### config.mk
export PLATFORM = sky130hd
export DESIGN_NAME = chan_attenuator
export DESIGN_NICKNAME = d
export VERILOG_FILES = /design/src/rtl/vol_pkg.sv /design/src/rtl/vol_ramp.sv /design/src/rtl/vol_lookup.sv /design/src/rtl/vol_scale.sv /design/src/rtl/chan_attenuator.sv
export SDC_FILE = /design/constraint.sdc
export NUM_CORES = 2
export LEC_CHECK = 0
export ABC_AREA = 1
export BUFFER_PORTS_ARGS = -buffer_cell sky130_fd_sc_hd__buf_2
export CAP_MARGIN = 10
export CORE_MARGIN = 2
export CORE_UTILIZATION = 50
export CTS_BUF_LIST = sky130_fd_sc_hd__clkbuf_2 sky130_fd_sc_hd__clkbuf_4 sky130_fd_sc_hd__clkbuf_8
export CTS_CLUSTER_DIAMETER = 100
export CTS_CLUSTER_SIZE = 25
export DETAILED_ROUTE_END_ITERATION = 10
export GPL_TIMING_DRIVEN = 0
export PLACE_DENSITY = 0.67
export SLEW_MARGIN = 20
export SYNTH_ARGS = -nofsm -noshare
export SYNTH_HDL_FRONTEND = slang
export SYNTH_SLANG_ARGS = --single-unit
### constraint.sdc
create_clock -name clk -period 14 [get_ports clk]
set_input_delay 2.8 -clock clk [delete_from_list [all_inputs] [get_ports clk]]
set_output_delay 2.8 -clock clk [all_outputs]
set_load 0.05 [all_outputs]
### src/rtl/vol_pkg.sv
package vol_pkg;
  // Fraction bits of the linear gain (unity = 2**GAIN_FRAC).
  localparam int GAIN_FRAC = 23;
  // round(2**23 * 10**(-0.125/20)): one eighth-dB step.
  localparam longint STEP_MULT = 64'sd8268751;

  // Linear gain for idx eighth-dB steps within one 6 dB span.
  function automatic longint eighth_db_gain(input int idx);
    longint g;
    g = 64'sd1 <<< GAIN_FRAC;
    for (int k = 0; k < idx; k++) g = (g * STEP_MULT) >>> GAIN_FRAC;
    return g;
  endfunction
endpackage

### src/rtl/vol_ramp.sv
module vol_ramp #(
  parameter int NCH = 6,
  parameter int CW = 8,
  parameter int MAX_CODE = 181,
  parameter int UNITS = 4,
  parameter int RATE_W = 2,
  localparam int CHW = $clog2(NCH),
  localparam int ATT_MAX = MAX_CODE * UNITS,
  localparam int AW = $clog2(ATT_MAX + 1)
) (
  input  logic              clk,
  input  logic              rst,
  input  logic              acc,
  input  logic [CHW-1:0]    chan,
  input  logic [NCH*CW-1:0] codes,
  input  logic [RATE_W-1:0] rate_sel,
  input  logic              mute,
  output logic [AW-1:0]     att_now,
  output logic              zero_now
);
  localparam int CNTW = (1 << RATE_W) - 1;

  logic [NCH*AW-1:0] cur_flat;
  logic [CNTW-1:0]   mask;

  assign mask = CNTW'((1 << rate_sel) - 1);

  for (genvar c = 0; c < NCH; c++) begin : g_ch
    logic [CW-1:0]   code;
    logic [AW-1:0]   tgt;
    logic [AW-1:0]   cur_q;
    logic [CNTW-1:0] cnt_q;
    logic            hit;
    logic            tick;

    assign code = codes[c*CW +: CW];
    assign hit  = acc && (chan == CHW'(c));
    assign tick = hit && ((cnt_q & mask) == mask);

    always_comb begin
      if (mute || code > CW'(MAX_CODE)) tgt = AW'(ATT_MAX);
      else                             tgt = AW'(code) * AW'(UNITS);
    end

    always_ff @(posedge clk) begin
      if (rst) begin
        cur_q <= AW'(ATT_MAX);
        cnt_q <= '0;
      end else if (hit) begin
        cnt_q <= cnt_q + 1'b1;
        if (tick) begin
          if (cur_q < tgt)      cur_q <= cur_q + 1'b1;
          else if (cur_q > tgt) cur_q <= cur_q - 1'b1;
        end
      end
    end

    assign cur_flat[c*AW +: AW] = cur_q;
  end

  always_comb begin
    att_now = '0;
    for (int c = 0; c < NCH; c++)
      if (chan == CHW'(c)) att_now = cur_flat[c*AW +: AW];
  end

  assign zero_now = mute && (att_now == AW'(ATT_MAX));
endmodule

### src/rtl/vol_lookup.sv
module vol_lookup #(
  parameter int DW = 24,
  parameter int CHW = 3,
  parameter int AW = 10,
  parameter int SPAN = 48,
  parameter int GW = 24,
  parameter int SHW = 4
) (
  input  logic                 clk,
  input  logic                 rst,
  input  logic                 acc,
  input  logic [CHW-1:0]       chan,
  input  logic signed [DW-1:0] data,
  input  logic [AW-1:0]        att,
  input  logic                 zero,
  output logic                 s_valid,
  output logic [CHW-1:0]       s_chan,
  output logic signed [DW-1:0] s_data,
  output logic [GW-1:0]        s_mant,
  output logic [SHW-1:0]       s_shift,
  output logic                 s_zero
);
  localparam int RW = $clog2(SPAN);

  logic [GW-1:0]  rom [SPAN];
  logic [SHW-1:0] sh;
  logic [RW-1:0]  idx;

  for (genvar i = 0; i < SPAN; i++) begin : g_rom
    localparam logic [GW-1:0] ENTRY = GW'(vol_pkg::eighth_db_gain(i));
    assign rom[i] = ENTRY;
  end

  assign sh  = SHW'(att / AW'(SPAN));
  assign idx = RW'(att % AW'(SPAN));

  always_ff @(posedge clk) begin
    if (rst) s_valid <= 1'b0;
    else     s_valid <= acc;
    if (acc) begin
      s_chan  <= chan;
      s_data  <= data;
      s_mant  <= rom[idx];
      s_shift <= sh;
      s_zero  <= zero;
    end
  end
endmodule

### src/rtl/vol_scale.sv
module vol_scale #(
  parameter int DW = 24,
  parameter int CHW = 3,
  parameter int GW = 24,
  parameter int SHW = 4
) (
  input  logic                 clk,
  input  logic                 rst,
  input  logic                 s_valid,
  input  logic [CHW-1:0]       s_chan,
  input  logic signed [DW-1:0] s_data,
  input  logic [GW-1:0]        s_mant,
  input  logic [SHW-1:0]       s_shift,
  input  logic                 s_zero,
  output logic                 o_valid,
  output logic [CHW-1:0]       o_chan,
  output logic signed [DW-1:0] o_data
);
  localparam int PW = DW + GW + 1;
  localparam int GF = vol_pkg::GAIN_FRAC;
  localparam logic signed [PW-1:0] HI = PW'((64'sd1 <<< (DW - 1)) - 64'sd1);
  localparam logic signed [PW-1:0] LO = -HI - PW'(1);

  logic signed [PW-1:0] prod, half, rnd, shf;
  logic signed [DW-1:0] sat;

  always_comb begin
    prod = PW'(s_data) * PW'($signed({1'b0, s_mant}));
    half = PW'(1) <<< (GF - 1 + int'(s_shift));
    rnd  = prod + half;
    shf  = rnd >>> (GF + int'(s_shift));
    if (shf > HI)      sat = DW'(HI);
    else if (shf < LO) sat = DW'(LO);
    else               sat = DW'(shf);
  end

  always_ff @(posedge clk) begin
    if (rst) begin
      o_valid <= 1'b0;
      o_chan  <= '0;
      o_data  <= '0;
    end else begin
      o_valid <= s_valid;
      if (s_valid) begin
        o_chan <= s_chan;
        o_data <= s_zero ? '0 : sat;
      end
    end
  end
endmodule

### src/rtl/chan_attenuator.sv
module chan_attenuator #(
  parameter int NCH = 6,
  parameter int DW = 24,
  parameter int CW = 8,
  parameter int MAX_CODE = 181,
  parameter int UNITS = 4,
  parameter int SPAN = 48,
  parameter int RATE_W = 2,
  localparam int CHW = $clog2(NCH)
) (
  input  logic                 clk,
  input  logic                 rst,
  input  logic                 in_valid,
  input  logic [CHW-1:0]       in_chan,
  input  logic signed [DW-1:0] in_data,
  input  logic [NCH*CW-1:0]    att_codes,
  input  logic [RATE_W-1:0]    ramp_rate,
  input  logic                 mute,
  output logic                 out_valid,
  output logic [CHW-1:0]       out_chan,
  output logic signed [DW-1:0] out_data
);
  localparam int ATT_MAX = MAX_CODE * UNITS;
  localparam int AW = $clog2(ATT_MAX + 1);
  localparam int GW = vol_pkg::GAIN_FRAC + 1;
  localparam int SHW = $clog2(ATT_MAX / SPAN + 1);

  logic                 acc;
  logic [AW-1:0]        att_now;
  logic                 zero_now;
  logic                 s_valid, s_zero;
  logic [CHW-1:0]       s_chan;
  logic signed [DW-1:0] s_data;
  logic [GW-1:0]        s_mant;
  logic [SHW-1:0]       s_shift;

  assign acc = in_valid && (in_chan < CHW'(NCH));

  vol_ramp #(.NCH(NCH), .CW(CW), .MAX_CODE(MAX_CODE), .UNITS(UNITS), .RATE_W(RATE_W)) u_ramp (
    .clk(clk), .rst(rst), .acc(acc), .chan(in_chan), .codes(att_codes),
    .rate_sel(ramp_rate), .mute(mute), .att_now(att_now), .zero_now(zero_now));

  vol_lookup #(.DW(DW), .CHW(CHW), .AW(AW), .SPAN(SPAN), .GW(GW), .SHW(SHW)) u_lookup (
    .clk(clk), .rst(rst), .acc(acc), .chan(in_chan), .data(in_data), .att(att_now),
    .zero(zero_now), .s_valid(s_valid), .s_chan(s_chan), .s_data(s_data),
    .s_mant(s_mant), .s_shift(s_shift), .s_zero(s_zero));

  vol_scale #(.DW(DW), .CHW(CHW), .GW(GW), .SHW(SHW)) u_scale (
    .clk(clk), .rst(rst), .s_valid(s_valid), .s_chan(s_chan), .s_data(s_data),
    .s_mant(s_mant), .s_shift(s_shift), .s_zero(s_zero),
    .o_valid(out_valid), .o_chan(out_chan), .o_data(out_data));
endmodule

==> flow_metrics.tcl <==
set metrics [dict create \
    outcome "completed" \
    arrival_ps 11350 \
    worstMarginPinSlew_ps 1100 \
    min_path_type "reg2reg" \
    rsz0062_at_grt "false" \
    synth_xor_area_frac 0.0161 \
    initial_core_util 0.505 \
    synth_top_family_by_area "adder cells" \
    postRouteAntennaNets 0 \
    insertion_delay_ps 590 \
    ys.warnings.count 0 \
    worstSetupEndpoint "u_scale.o_data[15]" \
    seq_area_sq_um 3820 \
    port_buffers 108 \
    fmax_ghz 0.0919 \
    worstReg2RegEnd "u_scale.o_data[15]" \
    endpoint_kind "flip-flop" \
    die_area_sq_um 77500 \
    critPathMaxFanout 10 \
    crit_start "u_lookup.s_mant[1]" \
    nFillCells 7557 \
    htreeDepth 4 \
    post_cts_resized 0 \
    placedCellCount 6544 \
    clock_skew_ps 59.7 \
    reg2reg_slack_ps 3110 \
    drt-initial-drc-count 3500 \
    post_cts_buffers 0 \
    grt_pass1_wl_microns 207000 \
    antenna_found_initial 8 \
    rr_worst_depth 36 \
    ios 109 \
    die_w_microns 278 \
    finalCritPeriodShare 0.778 \
    via_count 36100 \
    drt-total-wl_microns 132000 \
    avgRoutedWirePerCell_microns 20.1 \
    final-setup-viol-count 0 \
    syn_area_sq_um 37600 \
    grt_usage 0.351 \
    gp_congestion 1.01 \
    worst_setup_path_start_kind "flip-flop" \
    worstReg2RegStart "u_lookup.s_mant[1]" \
    synth_compound_area_frac 0.0820 \
    cap_violations 0 \
    drc 0 \
    nNetsFinal 6532 \
    syn_inst 5463 \
    path_class "reg2reg" \
    multiInputGateArea_sq_um 28300 \
    vias_per_cell 5.49 \
    fin_setup_tns_ps 0 \
    relSlewSlack 0.265 \
    synthAdderAreaFrac 0.391 \
    grt_overflow 0 \
    num_rows 100 \
    die-height_microns 278 \
    core_area_sq_um 74400 \
    synth.area.mux_share 0.000532 \
    slew_violations 0 \
    slowest_stage "clkbuf_1" \
    grt_pass1_vias 36300 \
    grt_max_degree 22 \
    ys_seq_elements 163 \
    yosysUniqueCellTypes 55 \
    syn_nets 6401 \
    synth_seq_area_share 0.102 \
    period_minus_slack_ps 10890 \
    syn_avg_cell_area_sq_um 6.89 \
    cts_buffer_depth 2 \
    drive_above_1_share 0.0396 \
    cts_num_sinks 163 \
    tritoncts "yes" \
    drt_pass1_iterations 6 \
    cts_made_buffers 17 \
    cts_root_buf "clkbuf_8" \
    slowest_delay_ps 880 \
    syn2layout_area_growth_pct 6.16 \
    path_common_cell "nand2_1" \
    cp.required_ps 14460 \
    synthSimpleGateAreaFrac 0.263 \
    finalNonFillerCells 6585 \
    hold_buffers 0 \
    hold_viol 0 \
    dp_hpwl_microns 111000 \
    clk_pin_slew_worst_paths_ps 140 \
]
## metrics by stage
stage | area (sq um) | util | setup slack [ps] | hold slack, ps
floorplan | 37600 | - | 5970 | 442
global placement | 39400 | 0.529 | 3240 | 453
detailed placement | 39500 | 0.530 | 3340 | 455
CTS | 39900 | 0.536 | 3330 | 475
global route | 40000 | 0.537 | 2540 | 493
finish | 40000 | 0.537 | 3110 | 473
## registers in the layout, summed over array words and instances (netlist names), 3 cells and up
signal / count
u_lookup.s_shift: 4
u_lookup.s_mant: 24
u_lookup.s_chan: 3
u_ramp.g_ch.cnt_q: 18
u_scale.o_chan: 3
u_lookup.s_data: 24
u_scale.o_data: 24
u_ramp.g_ch.cur_q: 60
## critical path, delay by kind of cell (launching register included)
family | cells | cell delay (ps)
AO/OA/AOI/OAI | 2 | 310
flip-flops | 1 | 720
AND/OR/NAND/NOR | 18 | 3150
adder cells (fa/ha/maj) | 8 | 4280
buffers and inverters | 8 | 2340
## synthesized netlist by cell type, drive strengths merged
library cell	n	share of area
a21boi	3	0.00060
a22oi	1	0.00020
ha	323	0.11
or2	27	0.0045
mux2i	2	0.00053
nor2	338	0.034
xnor2	25	0.0058
o22ai	11	0.0018
and3	3	0.00050
a221o	1	0.00027
a211oi	8	0.0016
a221oi	1	0.00023
o21a	7	0.0014
o221ai	4	0.00093
o31ai	8	0.0016
a31oi	15	0.0025
edfxtp	56	0.045
nand4	51	0.0085
o21ai	215	0.029
buf	24	0.0041
dfxtp	107	0.057
nor3	36	0.0051
fa	534	0.28
xor2	44	0.010
nor4	21	0.0035
a21o	10	0.0020
clkinv	7	0.00070
inv	1225	0.12
clkbuf	187	0.019
a21oi	241	0.032
o2111ai	1	0.00023
o21bai	10	0.0020
nor3b	2	0.00040
and2	2	0.00033
nand3	441	0.060
nand3b	6	0.0012
nand2	1437	0.14
o211ai	29	0.0058
## how the worst min path moves through the flow
stage / start / end / slack (ps) / cells past startpoint
3_3_place_gp: u_ramp.g_ch[1].cnt_q[2] / u_ramp.g_ch[1].cnt_q[2] / 450 / 2
4_1_cts: u_scale.o_data[20] / u_scale.o_data[20] / 470 / 2
6_report: u_scale.o_data[11] / u_scale.o_data[11] / 470 / 2
5_1_grt: u_scale.o_data[22] / u_scale.o_data[22] / 490 / 2
2_1_floorplan: u_ramp.g_ch[1].cnt_q[2] / u_ramp.g_ch[1].cnt_q[2] / 440 / 2
3_5_place_dp: u_scale.o_data[20] / u_scale.o_data[20] / 450 / 2
## cell families after synthesis
| logic type | after synthesis |
|---|---|
| XOR/XNOR | 69 |
| AND/OR/NAND/NOR | 2364 |
| multiplexers | 2 |
| AO/OA/AOI/OAI | 565 |
| buffers and inverters | 1443 |
| flip-flops | 163 |
| adder cells (fa/ha/maj) | 857 |
## routing by layer
layer,GRT usage,routed length [microns],up-vias
met5,0,0,-
met1,0.458,53600,17300
met2,0.573,60500,1519
met4,0.161,6790,0
li1,-,-,17000
met3,0.0560,11100,331
## area by class of cell
cell class | instances | share of cell area
Tap cell | 969 | 0.0303
Buffer | 211 | 0.0214
Antenna cell | 9 | 0.000564
Clock inverter | 15 | 0.00504
Inverter | 1232 | 0.116
Clock buffer | 17 | 0.00586
Sequential cell | 163 | 0.0957
Multi-Input combinational cell | 3857 | 0.709
Timing Repair Buffer | 112 | 0.0158
## cells in the final DEF, fill, tap and decap left out, drive strengths merged, types with 11 or more instances in the layout
cell type and count:
inv 1233, xor2 44, nand2 1437, a21oi 241, nor2 338, clkbuf 204
o21ai 215, buf 136, or2 27, dfxtp 107, xnor2 25, clkinv 14
a31oi 15, o211ai 29, ha 323, fa 534, nor3 36, nand4 51
o22ai 11, nor4 21, nand3 441, edfxtp 56
Power is not shown: default switching activity piles up to over one toggle a cycle in this logic, so the estimate is an artifact.
